===== src/rtl/wdog_keyed_pkg.sv =====
package wdog_keyed_pkg;

  localparam int unsigned WD_SEL_W = 2;
  localparam int unsigned WD_KEY_W = 5;
  localparam int unsigned WD_REG_W = WD_SEL_W + WD_KEY_W + 1;

  localparam logic [WD_KEY_W-1:0] WD_KEY_CODE = 5'b01100;

  typedef struct packed {
    logic [WD_SEL_W-1:0] win_sel;
    logic                mon_en;
  } wd_cfg_t;

  localparam wd_cfg_t WD_CFG_RESET = '{win_sel: '1, mon_en: 1'b1};

endpackage


===== src/rtl/wdog_cfg_reg.sv =====
module wdog_cfg_reg
  import wdog_keyed_pkg::*;
(
  input  logic                clk,
  input  logic                rst_n,
  input  logic                commit_i,
  input  wd_cfg_t             new_cfg_i,
  output wd_cfg_t             cfg_o,
  output logic                locked_o,
  output logic [WD_REG_W-1:0] rdata_o
);

  wd_cfg_t cfg_q;
  logic    locked_q;

  // Fields are loaded only by the first valid service; afterwards they are frozen.
  always_ff @(posedge clk) begin
    if (!rst_n) begin
      cfg_q    <= WD_CFG_RESET;
      locked_q <= 1'b0;
    end else if (commit_i && !locked_q) begin
      cfg_q    <= new_cfg_i;
      locked_q <= 1'b1;
    end
  end

  assign cfg_o    = cfg_q;
  assign locked_o = locked_q;
  // The key never appears on readback.
  assign rdata_o  = {cfg_q.win_sel, {WD_KEY_W{1'b0}}, cfg_q.mon_en};

endmodule


===== src/rtl/wdog_svc_check.sv =====
module wdog_svc_check
  import wdog_keyed_pkg::*;
#(
  parameter int unsigned CNT_W       = 16,
  parameter int unsigned LOWER_TICKS = 2048
)(
  input  logic [WD_REG_W-1:0] wdata_i,
  input  wd_cfg_t             cfg_i,
  input  logic                locked_i,
  input  logic [CNT_W-1:0]    cnt_i,
  output wd_cfg_t             new_cfg_o,
  output logic                good_o
);

  localparam logic [CNT_W-1:0] LOWER_BOUND = CNT_W'(LOWER_TICKS);

  logic [WD_SEL_W-1:0] w_sel;
  logic [WD_KEY_W-1:0] w_key;
  logic                w_mon;
  logic                key_ok;
  logic                field_ok;
  logic                time_ok;

  always_comb begin
    w_sel = wdata_i[WD_REG_W-1 -: WD_SEL_W];
    w_key = wdata_i[WD_KEY_W:1];
    w_mon = wdata_i[0];
    key_ok = (w_key == WD_KEY_CODE);
    // Before the lock only the key matters; after it every field and the lower bound count.
    if (locked_i) begin
      field_ok = (w_sel == cfg_i.win_sel) && (w_mon == cfg_i.mon_en);
      time_ok  = (cnt_i >= LOWER_BOUND);
    end else begin
      field_ok = 1'b1;
      time_ok  = 1'b1;
    end
    good_o            = key_ok && field_ok && time_ok;
    new_cfg_o.win_sel = w_sel;
    new_cfg_o.mon_en  = w_mon;
  end

endmodule


===== src/rtl/wdog_window_cnt.sv =====
module wdog_window_cnt
  import wdog_keyed_pkg::*;
#(
  parameter int unsigned CNT_W     = 16,
  parameter int unsigned MIN_LOG2  = 13
)(
  input  logic                clk,
  input  logic                rst_n,
  input  logic                clear_i,
  input  logic                tick_i,
  input  logic [WD_SEL_W-1:0] sel_i,
  output logic [CNT_W-1:0]    cnt_o,
  output logic                at_limit_o
);

  localparam int unsigned NSEL = 1 << WD_SEL_W;

  logic [CNT_W-1:0] last_tab [NSEL];
  logic [CNT_W-1:0] cnt_q;

  // Last count before expiry for each select code: 2^(MIN_LOG2+code) - 1.
  for (genvar g = 0; g < NSEL; g++) begin : g_limit
    localparam logic [CNT_W:0] LIMIT = (CNT_W+1)'(1) << (MIN_LOG2 + g);
    assign last_tab[g] = CNT_W'(LIMIT - 1'b1);
  end

  always_ff @(posedge clk) begin
    if (!rst_n) begin
      cnt_q <= '0;
    end else if (clear_i) begin
      cnt_q <= '0;
    end else if (tick_i) begin
      cnt_q <= cnt_q + 1'b1;
    end
  end

  assign cnt_o      = cnt_q;
  assign at_limit_o = (cnt_q == last_tab[sel_i]);

endmodule


===== src/rtl/wdog_hold.sv =====
module wdog_hold #(
  parameter int unsigned HOLD_TICKS = 16
)(
  input  logic clk,
  input  logic rst_n,
  input  logic trip_i,
  input  logic tick_i,
  output logic wdog_n_o
);

  localparam int unsigned HW = (HOLD_TICKS > 1) ? $clog2(HOLD_TICKS) : 1;
  localparam logic [HW-1:0] HOLD_LAST = HW'(HOLD_TICKS - 1);

  logic [HW-1:0] hcnt_q;
  logic          out_q;

  always_ff @(posedge clk) begin
    if (!rst_n) begin
      out_q  <= 1'b1;
      hcnt_q <= '0;
    end else if (out_q) begin
      if (trip_i) begin
        out_q  <= 1'b0;
        hcnt_q <= '0;
      end
    end else if (tick_i) begin
      if (hcnt_q == HOLD_LAST) begin
        out_q <= 1'b1;
      end else begin
        hcnt_q <= hcnt_q + 1'b1;
      end
    end
  end

  assign wdog_n_o = out_q;

endmodule


===== src/rtl/wdog_keyed.sv =====
module wdog_keyed
  import wdog_keyed_pkg::*;
#(
  parameter int unsigned LOWER_TICKS = 2048,
  parameter int unsigned MIN_LOG2    = 13,
  parameter int unsigned HOLD_TICKS  = 16
)(
  input  logic                clk,
  input  logic                rst_n,
  input  logic                tick_i,
  input  logic                halt_i,
  input  logic                idle_i,
  input  logic                svc_wr_i,
  input  logic [WD_REG_W-1:0] svc_wdata_i,
  output logic [WD_REG_W-1:0] svc_rdata_o,
  output logic                wdog_n_o
);

  localparam int unsigned CNT_W = MIN_LOG2 + (1 << WD_SEL_W) - 1;

  wd_cfg_t          cfg;
  wd_cfg_t          new_cfg;
  logic             cfg_locked;
  logic [CNT_W-1:0] win_cnt;
  logic             at_limit;
  logic             svc_good;
  logic             active;
  logic             armed;
  logic             svc_fire;
  logic             commit;
  logic             expire;
  logic             trip;
  logic             win_clear;

  always_comb begin
    active    = !halt_i && !idle_i;
    armed     = active && wdog_n_o;
    svc_fire  = svc_wr_i && armed;
    commit    = svc_fire && svc_good;
    // A write on the limit tick is judged as a service, not as a timeout.
    expire    = armed && tick_i && at_limit && !svc_fire;
    trip      = (svc_fire && !svc_good) || expire;
    win_clear = !armed || svc_fire || expire;
  end

  wdog_cfg_reg u_cfg (
    .clk       (clk),
    .rst_n     (rst_n),
    .commit_i  (commit),
    .new_cfg_i (new_cfg),
    .cfg_o     (cfg),
    .locked_o  (cfg_locked),
    .rdata_o   (svc_rdata_o)
  );

  wdog_svc_check #(
    .CNT_W       (CNT_W),
    .LOWER_TICKS (LOWER_TICKS)
  ) u_check (
    .wdata_i   (svc_wdata_i),
    .cfg_i     (cfg),
    .locked_i  (cfg_locked),
    .cnt_i     (win_cnt),
    .new_cfg_o (new_cfg),
    .good_o    (svc_good)
  );

  wdog_window_cnt #(
    .CNT_W    (CNT_W),
    .MIN_LOG2 (MIN_LOG2)
  ) u_win (
    .clk        (clk),
    .rst_n      (rst_n),
    .clear_i    (win_clear),
    .tick_i     (tick_i),
    .sel_i      (cfg.win_sel),
    .cnt_o      (win_cnt),
    .at_limit_o (at_limit)
  );

  wdog_hold #(
    .HOLD_TICKS (HOLD_TICKS)
  ) u_hold (
    .clk      (clk),
    .rst_n    (rst_n),
    .trip_i   (trip),
    .tick_i   (tick_i),
    .wdog_n_o (wdog_n_o)
  );

endmodule


===== config.mk =====
export PLATFORM = sky130hd
export DESIGN_NAME = wdog_keyed
export DESIGN_NICKNAME = d
export VERILOG_FILES = /design/src/rtl/wdog_keyed_pkg.sv /design/src/rtl/wdog_cfg_reg.sv /design/src/rtl/wdog_svc_check.sv /design/src/rtl/wdog_window_cnt.sv /design/src/rtl/wdog_hold.sv /design/src/rtl/wdog_keyed.sv
export SDC_FILE = /design/constraint.sdc
export NUM_CORES = 1
export LEC_CHECK = 0
export BUFFER_PORTS_ARGS = -buffer_cell sky130_fd_sc_hd__buf_2
export CAP_MARGIN = 10
export CORE_MARGIN = 5
export CORE_UTILIZATION = 52
export DETAILED_ROUTE_END_ITERATION = 6
export GPL_TIMING_DRIVEN = 0
export PLACE_DENSITY = 0.76
export RECOVER_POWER = 50
export SYNTH_ARGS = -nofsm -noshare
export SYNTH_HDL_FRONTEND = slang
export SYNTH_SLANG_ARGS = --single-unit

===== constraint.sdc =====
create_clock -name clk -period 5.1 [get_ports clk]
set_clock_uncertainty 0.2 [all_clocks]
set_input_delay 1.02 -clock clk [delete_from_list [all_inputs] [get_ports clk]]
set_output_delay 1.02 -clock clk [all_outputs]
set_load 0.03 [all_outputs]

---- Word-level counts from Yosys, hierarchy flattened ----
Cells that the tools add are included.
word-level totals
  memories kept ........................... 0
  output and inout bits ................... 9
  memory bits (read-only) ................. 0
  flip-flop bits (word level) ............. 25
  memory bits (writable) .................. 0
  bits in latches ......................... 0
cells by class
  shift-type cells ........................ 0
  multiplexer cells ....................... 13
  magnitude comparators ................... 2
  bitwise gates (word level) .............. 2
  equal/unequal tests ..................... 7
  add/subtract/negate cells ............... 2
  reduce and logical (&&, ||, !) cells .... 24
  div/mod/pow operators ................... 0
  multipliers ............................. 0
operator list
  operator                                               number
  binary-select mux 16 bit (select 2 bit)                1
  2-to-1 mux 16 bit                                      2
  adder 16 x 1 -> 16 bit, second input constant          1
  equality test 16 bit                                   1
  >= comparator 16 x 12 -> 1 bit, second input constant  1
  2-to-1 mux 4 bit                                       4
  logical AND 1 bit                                      12
  zero test 1 bit                                        6
  2-to-1 mux 1 bit                                       6
  equality test 5 x 4 -> 1 bit, second input constant    1
  adder 4 x 1 -> 4 bit, second input constant            1
  equality test 4 bit, second input constant             1
  >= comparator 3 bit, second input constant             1
  logical OR 1 bit                                       3
  NOT 2 -> 3 bit                                         1
  AND reduction 3 bit                                    1
  equality test 2 bit                                    1
  inequality test 2 x 1 -> 1 bit, second input constant  1
  inequality test 2 bit, second input constant           1
  nonzero test 2 bit                                     1
  OR reduction 2 bit                                     1
  equality test 1 bit                                    1
  NOT 1 bit                                              1

---- Depth between registers and ports, before layout ----
  depth after elaboration ................. 10
  depth in mapped cells ................... 7
  depth with buffers taken out ............ 6

---- Cells and area by module ----
Synthesis repeated with hierarchy kept, for this count alone.
unflattened totals
  cell total of the unflattened synthesis .. 172
  area total of the unflattened synthesis .. 1,463.9 sq um
by module, submodules not included
  module           area an instance (sq um)  times used  cells each  sequential area each (sq um)
  wdog_window_cnt  829.5                     1           98          320.3
  wdog_hold        261.5                     1           29          100.1
  wdog_cfg_reg     221.5                     1           24          80.1
  wdog_svc_check   100.1                     1           14          0.0
  wdog_keyed       51.3                      1           7           0.0

---- Worst setup path before layout ----
OpenSTA, ideal clock, no wires.
  path kind ............................... in2reg
  start ................................... input tick_i
  end ..................................... register u_win.cnt_q[0] (netlist: u_win.cnt_o[0])
  library setup time ...................... 0.115 ns
  setup slack ............................. 2.601 ns
  path buffers ............................ 2
  stages .................................. 7
  data arrival time ....................... 2.184 ns
  cells stage by stage .................... buf_2 -> nand4_1 -> nor2_1 -> nand2_1 -> o211ai_2 -> buf_6 -> nor2_1
between the ends
  cells in the longest elaborated chain, start to end .. 5
ends and longest elaborated chain
  element                          RTL line               source
  start, declared                  wdog_keyed.sv:10       input logic tick_i,
  logical AND 1 bit (3 in series)  wdog_keyed.sv:41       expire = armed && tick_i && at_limit && !svc_fire;
  logical OR 1 bit                 wdog_keyed.sv:43       win_clear = !armed || svc_fire || expire;
  OR reduction 2 bit (no line)     n/a
  end signal, assigned             wdog_window_cnt.sv:33  cnt_q <= cnt_q + 1'b1;
  end, declared                    wdog_window_cnt.sv:19  logic [CNT_W-1:0] cnt_q;
Several ways; a longest one is shown, not always the timed one.
A chain may end at the register's enable or synchronous reset.

---- Final worst setup path ----
  start ................................... input tick_i
  end ..................................... register u_win.cnt_q[1] (netlist: u_win.cnt_o[1])
The elaborated chain is that of the path after synthesis.

==> metrics.txt <==
Avg Inst Size Synth between 8 and 9 sq um; die width 60.22 um; highest clock rate between 300 and 400 MHz; Worst Path Required around 5100 ps; final setup violation count 0; Worst Path Max Fanout 10; Pins Over Slew Limit 0; final total power roughly 310 uW; clock buffer count from CTS 3; CP Class in -> reg; CTS resizes 0; worst-skew pair later-pin latency 310 ps; Reg2Reg Depth 7; filler instances roughly 230; Leak 0.5143 nW; Register Area around 500 sq um; most frequent cell on the critical path nor2_1; Yosys cell types 36; DRC viols 0; Final period util 55.92%; Comb pwr share under 10%; Psw 72.52 uW; setup TNS 0 ps; most frequent cell after synthesis dfxtp_1; Yosys reg bits 25; vias in the first global route around 1,100; GRT Overall Usage between 10% and 20%; Row Count 18; Placer Congestion between 0.7 and 0.8; Slowest cell on crit path o211ai_1; Hold EP u_cfg.locked_o; Pre-antenna DRT Iters 4; area taken by multi-input logic gates slightly above 700 sq um; worst slack, placed ~2200 ps; ratio of cells with drive above 1 in the final layout around 13%; mapped cell area ~1300 sq um; Synth top area share a little under two fifths; die area about 3600 sq um; crit start category primary input; leading area contributor after synthesis dfxtp_1; part of the power in registers between 60% and 70%; Int Power between 200 and 250 uW; Vias roughly 1,100; Net Sw Frac approximately a quarter; clock root cell clkbuf_4; Final Routed Wirelength 2526 um; io pins 23; Starting Density between 50 and 60%; maximum vdd ir drop roughly 0.00012 V; Max clock buf depth 2; Final Hold Fails 0; H-tree Lvls 1; unrepaired setup endpoints after global routing no; total of max-cap violations 0; Final Critical Period roughly 2900 ps; status completed; area grow syn2layout 11.26%; Worst-Margin Slew between 500 and 600 ps; Nets 200; R2R Path End u_win.cnt_o[1]; final worst slack around 2200 ps; Min-Delay Startpoint u_cfg.locked_o; Worst EP arrival ~2900 ps; cell family with most CP delay simple AND/OR/NAND/NOR gates; IO buf count 16; CTS sink cnt 25; Synth Warn # 0; CP Capture Type register; largest net degree at the start of global routing 14; Crit path buffers/inverters 2; setup repair bufs after CTS 0; vias per cell ~5.3; crit path launch tick_i; Clock Pin Slew Worst Setup and Hold Paths roughly 120 ps; Die Ht between 60 and 70 um; Seq/Total Area, Yosys a little under two fifths; Mapped Cells around 160; CP peak stage delay approximately 500 ps; Worst Hold Class reg -> reg; Antenna Nets Post-Route 0; cell depth of the worst hold path 1; synth top area cells dfxtp_1, xnor2_1, nor2_1, xor2_1, nand3_1; Iter 0 DRT Violations 70; remaining global-route overflow 0; first-pass GRT wire length roughly 4300 um; Detailed Place HPWL just under 2000 um; initial antenna violation count 0; WL/cell between 10 and 15 um; share of flip-flops with an asynchronous set or reset 0%; slack of the worst reg-to-reg path ~2800 ps; Post-synth EDFFs 0; relative slew slack between 50 and 60%; most used flip-flop cell after synthesis dfxtp_1; PwrDens 212.8 nW/um^2; core area 2455 sq um; CTS tree done; most frequent cells after synthesis dfxtp_1, nor2_1, nand2_1; crit-path cells clkbuf_1 > nand4_1 > nor2_1 > nand2_1 > o211ai_1 > buf_6 > nor2_1; clock power share a little over a quarter; reg2reg start u_win.cnt_o[0]; antenna cells 0; CTS Hold Bufs 0
cell type report:
class	instances	area share, %
tap	30	2.573
buffer	9	4.202
timing repair buffer	16	5.146
clock buffer	4	1.801
sequential	25	34.31
multi-input combinational	118	49.40
inverter	10	2.573
flip-flops by register name, summed over array words and instances (netlist names):
name	count
u_hold.wdog_n_o	1
u_cfg.locked_o	1
u_win.cnt_o	16
u_cfg.cfg_o	3
u_hold.hcnt_q	4
power groups by stage:
stage	Sequential, mW	Combinational [mW]	Clock, mW
2_1_floorplan	0.202	0.0193	0
3_3_place_gp	0.201	0.0283	0
3_5_place_dp	0.201	0.0288	0
4_1_cts	0.197	0.0289	0.0894
5_1_grt	0.197	0.0315	0.0988
6_report	0.197	0.0287	0.0846
per-layer routing:
metal	part of all wire, %	track usage [%]	vias up	wire [um]
li1	-	-	576	-
met1	45	18.04	526	1139
met2	48	27.01	28	1204
met3	6.7	2.592	2	169
met4	0.51	3.797	0	13
met5	0	0	-	0
how the worst max path moves through the flow:
stage	slack, ps	depth (start not counted)	end
5_1_grt	2050	7	u_win.cnt_o[4]
4_1_cts	2570	7	u_win.cnt_o[1]
3_5_place_dp	2230	7	u_win.cnt_o[1]
3_3_place_gp	2330	7	u_win.cnt_o[3]
6_report	2250	7	u_win.cnt_o[1]
2_1_floorplan	2600	7	u_win.cnt_o[0]
layout by cell type (no fill, tap or decap), types with 3 or more instances in the layout:
| cell type | Yosys | final |
|---|---|---|
| clkbuf_1 | 1 | 7 |
| inv_1 | 10 | 10 |
| nand3_1 | 12 | 12 |
| xnor2_1 | 10 | 10 |
| o21ai_0 | 3 | 4 |
| xor2_1 | 8 | 8 |
| nor2_1 | 23 | 23 |
| clkbuf_4 | 0 | 3 |
| mux2i_1 | 5 | 5 |
| nand2_1 | 14 | 14 |
| buf_4 | 5 | 5 |
| conb_1 | 1 | 5 |
| o22ai_1 | 3 | 3 |
| a31oi_1 | 3 | 3 |
| dfxtp_1 | 25 | 25 |
| nand4_1 | 7 | 7 |
| ha_1 | 3 | 3 |
| nor3_1 | 4 | 4 |
| buf_2 | 2 | 13 |
metrics by stage:
step | hold WS, ps | instance area, sq um | util (%) | instances
after CTS | 327.0 | 1470 | 59.89 | 212
final | 325.4 | 1459 | 59.43 | 212
after floorplan | 263.7 | 1326 | - | 162
after global placement | 275.7 | 1444 | 58.82 | 208
after detailed placement | 296.1 | 1444 | 58.82 | 208
after global routing | 350.8 | 1459 | 59.43 | 212
cell families after synthesis:
group	synth area share, %
compound gates	9.638
xor+xnor	12.02
fa+ha+maj	2.863
buf+inv	7.634
flops	38.17
mux	3.817
other cells	0.2860
simple gates	25.57
Note: power is estimated with default switching activity, not from simulation.
